### src/rtl/irq_agg_pkg.sv
// Package: shared address encoding for the interrupt aggregator.
// Assumes a 2-bit register address bus.
package irq_agg_pkg;
    typedef enum logic [1:0] {
        ADDR_ENABLE  = 2'd0,
        ADDR_PENDING = 2'd1,
        ADDR_CLEAR   = 2'd2,
        ADDR_SPARE   = 2'd3
    } reg_addr_e;
endpackage

### src/rtl/irq_pending_bank.sv
// Module: irq_pending_bank
// Holds one sticky pending bit per source. An event sets the bit and a
// clear-mask bit resets it. When both occur at the same edge, the event wins.
// Assumes clr_mask is already qualified by a write to the clear register.
module irq_pending_bank #(
    parameter int SRC_COUNT = 8
) (
    input  logic                 clk,
    input  logic                 rst_n,
    input  logic [SRC_COUNT-1:0] src_evt,
    input  logic [SRC_COUNT-1:0] clr_mask,
    output logic [SRC_COUNT-1:0] pending
);
    for (genvar gi = 0; gi < SRC_COUNT; gi++) begin : g_bit
        // Per-source sticky flag: set beats clear.
        always_ff @(posedge clk) begin
            if (!rst_n)
                pending[gi] <= 1'b0;
            else if (src_evt[gi])
                pending[gi] <= 1'b1;
            else if (clr_mask[gi])
                pending[gi] <= 1'b0;
        end

        // An event always leaves the bit set, even with a clear alongside.
        assert_evt_sets_R2: assert property (@(posedge clk) disable iff (!rst_n)
            src_evt[gi] |=> pending[gi]);
        // Without a clear, a set bit holds.
        assert_sticky_R2: assert property (@(posedge clk) disable iff (!rst_n)
            (pending[gi] && !clr_mask[gi]) |=> pending[gi]);
        // A clear with no competing event resets the bit.
        assert_clear_R5: assert property (@(posedge clk) disable iff (!rst_n)
            (clr_mask[gi] && !src_evt[gi]) |=> !pending[gi]);
    end
endmodule

### src/rtl/irq_reg_port.sv
// Module: irq_reg_port
// Decodes host accesses. It keeps the enable register, produces the one-cycle
// clear mask, and muxes read data. Read data is combinational from the current
// state. Assumes a single-cycle write strobe with no handshake.
module irq_reg_port
    import irq_agg_pkg::*;
#(
    parameter int SRC_COUNT = 8
) (
    input  logic                 clk,
    input  logic                 rst_n,
    input  logic [1:0]           reg_addr,
    input  logic                 reg_wr,
    input  logic [SRC_COUNT-1:0] reg_wdata,
    input  logic [SRC_COUNT-1:0] pending,
    output logic [SRC_COUNT-1:0] enable,
    output logic [SRC_COUNT-1:0] clr_mask,
    output logic [SRC_COUNT-1:0] reg_rdata
);
    reg_addr_e addr_e;
    assign addr_e = reg_addr_e'(reg_addr);

    // Enable mask register, written only at its own address.
    always_ff @(posedge clk) begin
        if (!rst_n)
            enable <= '0;
        else if (reg_wr && addr_e == ADDR_ENABLE)
            enable <= reg_wdata;
    end

    // One-cycle write-one-to-clear mask.
    always_comb begin
        clr_mask = '0;
        if (reg_wr && addr_e == ADDR_CLEAR)
            clr_mask = reg_wdata;
    end

    // Read mux: the clear and spare addresses read as zero.
    always_comb begin
        unique case (addr_e)
            ADDR_ENABLE:  reg_rdata = enable;
            ADDR_PENDING: reg_rdata = pending;
            default:      reg_rdata = '0;
        endcase
    end

    // A write to any other address leaves the mask untouched.
    assert_mask_kept_R7: assert property (@(posedge clk) disable iff (!rst_n)
        (reg_wr && addr_e != ADDR_ENABLE) |=> $stable(enable));
    // A write to the enable address loads the written data.
    assert_mask_load_R7: assert property (@(posedge clk) disable iff (!rst_n)
        (reg_wr && addr_e == ADDR_ENABLE) |=> enable == $past(reg_wdata));
endmodule

### src/rtl/irq_out_stage.sv
// Module: irq_out_stage
// Registers the OR of the enabled pending bits to form the host interrupt
// level. Assumes one clock of latency is acceptable to the host.
module irq_out_stage #(
    parameter int SRC_COUNT = 8
) (
    input  logic                 clk,
    input  logic                 rst_n,
    input  logic [SRC_COUNT-1:0] pending,
    input  logic [SRC_COUNT-1:0] enable,
    output logic                 irq
);
    logic [SRC_COUNT-1:0] live;
    assign live = pending & enable;

    // Output flop for the level line.
    always_ff @(posedge clk) begin
        if (!rst_n)
            irq <= 1'b0;
        else
            irq <= |live;
    end

    // Reset drives the line low on the next edge.
    assert_reset_low_R1: assert property (@(posedge clk)
        !rst_n |=> !irq);
endmodule

### src/rtl/irq_aggregator.sv
// Module: irq_aggregator (top)
// Combines sticky pending bits, an enable mask and a write-one-to-clear
// register into one level interrupt. Assumes src_evt is synchronous to clk.
module irq_aggregator #(
    parameter int SRC_COUNT = 8
) (
    input  logic                 clk,
    input  logic                 rst_n,
    input  logic [SRC_COUNT-1:0] src_evt,
    input  logic [1:0]           reg_addr,
    input  logic                 reg_wr,
    input  logic [SRC_COUNT-1:0] reg_wdata,
    output logic [SRC_COUNT-1:0] reg_rdata,
    output logic                 irq
);
    logic [SRC_COUNT-1:0] pending;
    logic [SRC_COUNT-1:0] enable;
    logic [SRC_COUNT-1:0] clr_mask;

    irq_pending_bank #(.SRC_COUNT(SRC_COUNT)) u_bank (
        .clk(clk), .rst_n(rst_n), .src_evt(src_evt),
        .clr_mask(clr_mask), .pending(pending)
    );

    irq_reg_port #(.SRC_COUNT(SRC_COUNT)) u_port (
        .clk(clk), .rst_n(rst_n), .reg_addr(reg_addr), .reg_wr(reg_wr),
        .reg_wdata(reg_wdata), .pending(pending), .enable(enable),
        .clr_mask(clr_mask), .reg_rdata(reg_rdata)
    );

    irq_out_stage #(.SRC_COUNT(SRC_COUNT)) u_out (
        .clk(clk), .rst_n(rst_n), .pending(pending),
        .enable(enable), .irq(irq)
    );

    // The line tracks the enabled pending set with exactly one edge of delay.
    assert_level_follows_R4: assert property (@(posedge clk) disable iff (!rst_n)
        1'b1 |=> irq == $past(|(pending & enable)));
    // Reset empties the status and the mask.
    assert_reset_state_R1: assert property (@(posedge clk)
        !rst_n |=> (pending == '0 && enable == '0));
endmodule

### config.mk
export PLATFORM = sky130hd
export DESIGN_NAME = irq_aggregator
export DESIGN_NICKNAME = d
export VERILOG_FILES = /design/src/rtl/irq_agg_pkg.sv /design/src/rtl/irq_pending_bank.sv /design/src/rtl/irq_reg_port.sv /design/src/rtl/irq_out_stage.sv /design/src/rtl/irq_aggregator.sv
export SDC_FILE = /design/constraint.sdc
export NUM_CORES = 1
export LEC_CHECK = 0
export BUFFER_PORTS_ARGS = -buffer_cell sky130_fd_sc_hd__buf_2
export CAP_MARGIN = 20
export CORE_ASPECT_RATIO = 0.8
export CORE_MARGIN = 8
export CORE_UTILIZATION = 30
export DETAILED_ROUTE_END_ITERATION = 7
export MAX_ROUTING_LAYER = met4
export PLACE_DENSITY_LB_ADDON = 0.2
export SETUP_SLACK_MARGIN = 0.02
export SLEW_MARGIN = 20
export SYNTH_ARGS = -nofsm -noshare
export SYNTH_HDL_FRONTEND = slang
export SYNTH_SLANG_ARGS = --single-unit
### constraint.sdc
create_clock -name clk -period 1.7 [get_ports clk]
set_input_delay 0.34 -clock clk [delete_from_list [all_inputs] [get_ports clk]]
set_output_delay 0.34 -clock clk [all_outputs]
set_load 0.01 [all_outputs]
# After elaboration in Yosys (flattened, before gate mapping)

Cells that the tools add are included.

Bits of input ports: 21
Flip-flop bits (word level): 17
Output and inout port bits: 9
Word-level logic and storage cells: 43

Bitwise operators: 1
Multiplexer cells: 18
Reduce and logical (&&, ||, !) cells: 12
Eq/ne operators: 2

Operators by type and width:

| operator                                                              | number |
|---|---|
| 1-bit two-way mux                                                     | 16 |
| 8-bit one-hot mux with 2 select lines                                 | 1 |
| 2-bit nonzero test                                                    | 8 |
| 8-bit AND                                                             | 1 |
| 8-bit two-way mux                                                     | 1 |
| 8-bit OR reduction                                                    | 1 |
| 2-bit by 1-bit equality test with 1-bit output, second input constant | 1 |
| 2-bit equality test, second input constant                            | 1 |
| 1-bit logical AND                                                     | 2 |
| 2-bit zero test                                                       | 1 |

# Logic depth before layout (Yosys ltp)

Depth in word-level cells: 5
Gate-level depth with buffers: 5

# Cells and area by module

A second synthesis with hierarchy kept.

Cells, all modules: 95
Area total of the unflattened synthesis: 933.4 um^2

Modules (own cells, without submodules):

| module           | cells an instance | area each (um^2) | instances | seq. area each (um^2) |
|---|---|---|---|---|
| irq_reg_port     | 63                | 533.0            | 1         | 160.2 |
| irq_pending_bank | 25                | 337.8            | 1         | 160.2 |
| irq_out_stage    | 7                 | 62.6             | 1         | 20.0 |

# Least setup slack after synthesis

OpenSTA, ideal clock, no wires.

Kind: input to register
Start: in reg_addr[1]
End: reg u_port.enable[0]
Arrival: 1015 ps
Stages on the path: 5
Slack: 568 ps
Path through: buf_6 nor3b_4 buf_6 mux2i_1 nor2_1

Longest elaborated chain between the ends: 2

Ends and longest elaborated chain:

| item                   | RTL line             | text |
|---|---|---|
| start: declaration     | irq_aggregator.sv:10 | `input logic [1:0] reg_addr,` |
| 2-bit zero test        | irq_reg_port.sv:27   | `else if (reg_wr && addr_e == ADDR_ENABLE)` |
| 1-bit logical AND      | irq_reg_port.sv:27   |  |
| end signal: assignment | irq_reg_port.sv:28   | `enable <= reg_wdata;` |
| end: declaration       | irq_reg_port.sv:16   | `output logic [SRC_COUNT-1:0] enable,` |

No other way between the ends.
A chain may end at the register's enable or synchronous reset.

# Worst setup path in the final report

Start: in reg_addr[0]
End: out reg_rdata[7]

Longest elaborated chain between the ends: 2

Ends and longest elaborated chain:

| item                                                                                     | RTL line             | text |
|---|---|---|
| 2-bit by 1-bit equality test with 1-bit output / 2-bit zero test (equally long branches) | irq_reg_port.sv:40   | `unique case (addr_e)` |
| 8-bit one-hot mux with 2 select lines *                                                  | irq_reg_port.sv:40   |  |
| end: declaration                                                                         | irq_aggregator.sv:13 | `output logic [SRC_COUNT-1:0] reg_rdata,` |

Mark *: on every way between the ends. The rest lies on a longest branch, timed or not.

==> results.cfg <==
[clock_network]
clk_pin_slew_ns = 0.09
htreeDepth = 1
clk-insertion-delay-late_ns = 0.28
post_cts_resized = 0
cts_buffer_depth = 2
post-cts-setup-buffer-count = 0
cts_buffers = 3
cts_root_buffer = clkbuf_4
cts_hold_buffers = 0
cts_tree = yes
clkSinkCount = 17

[finish]
nNetsFinal = 137
final_design_area_no_fill_um2 = 976
antennaDiodeCount = 0
fin_cells = 151
drive_above_1_share_pct = 30.4
area_growth_pct = 22.4

[logic_synthesis]
synth.area.top_cells = dfxtp_1 43%, mux2i_1 20%, nor2_1 7.5%
synthFlopType = dfxtp_1
yosysSeqAreaShare_pct = 42.7
syn-mean-instance-area_um2 = 9.38
synth-seq-cells = 17
synth_cells = 85
ys_types = 12
synth_enable_flop_cells = 0
yosysMostFrequentCell = dfxtp_1
ys_async_sr_fraction_pct = 0
synthesis.area_um2 = 797
synth_top_area_share_pct = 42.7
ys_warn_count = 0
synth_top_cell_by_area = dfxtp_1
synthTopCellsByCount = 17 x dfxtp_1, 16 x mux2i_1, 16 x nor2_1
syn-num-nets = 106

[power]
p_leak_nw = 0.462
seqPwrFrac_pct = 57.4
switchingPower_w = 0.000192
pwr-share-comb_pct = 15.3
power_w = 0.000759
vdd_drop_max_uv = 560
powerDensity_nw_per_um2 = 778
pwr-share-clk_pct = 27.3
p_int_w = 0.000567
swShare_pct = 25.3

[setup_path]
critPathLaunchType = input port
rr_worst_depth = 2
r2r-end = u_out.irq
critPathKind = in -> out
cp.required_ns = 1.36
crit_arrival_ns = 1.06
worstSetupEndpointType = output port
cp_max_fo = 10
r2r_slack_ns = 0.91
r2r-start = u_bank.pending[4]

[sta]
maxSlewHeadroom_pct = 79.8
drv_slew = 0
min_period_ns = 1.40
tns_ns = 0
finalSetupViolCount = 0
hold_ws_ns = 0.244
period_share_pct = 82.3
rsz0062_at_grt = no
worst_pin_slew_ns = 0.303
fmax_ghz = 0.715
skew_ns = 0.00121
finalHoldViolCount = 0

[grt]
grt_overflow = 0
first_global_vias = 727
grt_usage_pct = 9.41
grt_max_degree = 11
antenna_found_initial = 0
grt_pass1_wl_mm = 3.37

[route]
via_per_inst = 4.64
wl_mm = 1.98
postRouteAntennaNets = 0
drt_iter0_markers = 19
post-route-drc-count = 0
wire_per_inst_um = 13.1
drt-pass1-iter-count = 4
vias = 700

[placement]
dpl_cell_area_um2 = 950
portBuffers = 29
place.gp.congestion = 0.693
hpwl_mm = 1.54
dp.cells = 147

[floorplanning]
floorplan.rows = 16
die_area_um2 = 4570
die_h_um = 62.1
die_w_um = 73.6
start_util_pct = 32.1
fp.coreArea_um2 = 2480
ios = 30

[worst_hold_path]
min_to = u_bank.pending[7]
whs_path_depth = 2
hold_path.class = in -> reg
min-delay-start = reg_wdata[7]

[status]
status = finished clean

[flow_run]
maxCapViolations = 0
-- metal layers --
| metal | routed length (um) | global-route usage (%) | up-vias |
|---|---|---|---|
| li1 | - | - | 358 |
| met1 | 984 | 11.5 | 306 |
| met2 | 766 | 13.7 | 34 |
| met3 | 218 | 4.65 | 2 |
| met4 | 13 | 1.49 | 0 |
| met5 | 0 | - | - |
-- worst max-delay path, stage by stage --
cell and delay (ns):
buf_2 0.27, mux2i_1 0.25, nor2_1 0.06, buf_2 0.14
-- cell usage in the layout, fill, tap and decap left out, drive strengths merged --
cell / instances
nor2: 16
a22oi: 4
inv: 8
clkbuf: 4
a31oi: 8
mux2i: 16
and3b: 1
dfxtp: 17
buf: 30
o21ai: 8
a41oi: 1
nor3b: 1
clkinv: 1
-- how the worst max path moves through the flow --
stage,endpoint,from,slack [ns]
floorplan,u_port.enable[0],reg_addr[1],0.57
global placement,reg_rdata[7],reg_addr[0],0.31
detailed placement,reg_rdata[7],reg_addr[0],0.29
CTS,reg_rdata[7],reg_addr[0],0.29
global route,reg_rdata[7],reg_addr[0],0.22
finish,reg_rdata[7],reg_addr[0],0.30
-- sequential cells by signal (all words and copies together), names as in the netlist --
register,flops
u_bank.pending,8
u_port.enable,8
u_out.irq,1
-- area by class of cell --
cell class | count | area (um2)
sequential | 17 | 340
inverter | 9 | 33.8
fill | 286 | 1510
tap | 36 | 45.0
multi-input combinational | 55 | 378
clock buffer | 4 | 26.3
timing repair buffer | 30 | 153
-- through the flow --
| step | worst slack [ns] | util, % |
|---|---|---|
| 3_3_place_gp | 0.313 | 38.3 |
| 4_1_cts | 0.286 | 39.3 |
| 2_1_floorplan | 0.568 | - |
| 3_5_place_dp | 0.295 | 38.3 |
| 6_report | 0.301 | 39.3 |
| 5_1_grt | 0.224 | 39.3 |
-- power groups by stage --
| stage | Clock (W) | Combinational (W) | Sequential (W) |
|---|---|---|---|
| after global placement | 0 | 0.000115 | 0.000445 |
| after detailed placement | 0 | 0.000118 | 0.000445 |
| after CTS | 0.000217 | 0.000118 | 0.000436 |
| final | 0.000207 | 0.000116 | 0.000436 |
| after global routing | 0.000245 | 0.000130 | 0.000440 |
| after floorplan | 0 | 0.0000732 | 0.000441 |
-- logic make-up (layout without fill, tap and decap cells) --
| logic type | Yosys count | count (layout) | share of synthesized area, % |
|---|---|---|---|
| buffers and inverters | 13 | 43 | 9.89 |
| AO/OA/AOI/OAI | 21 | 21 | 16.2 |
| multiplexers | 16 | 16 | 20.1 |
| AND/OR/NAND/NOR | 18 | 18 | 11.1 |
| flip-flops | 17 | 17 | 42.7 |
Note: power is estimated with default switching activity, not from simulation.
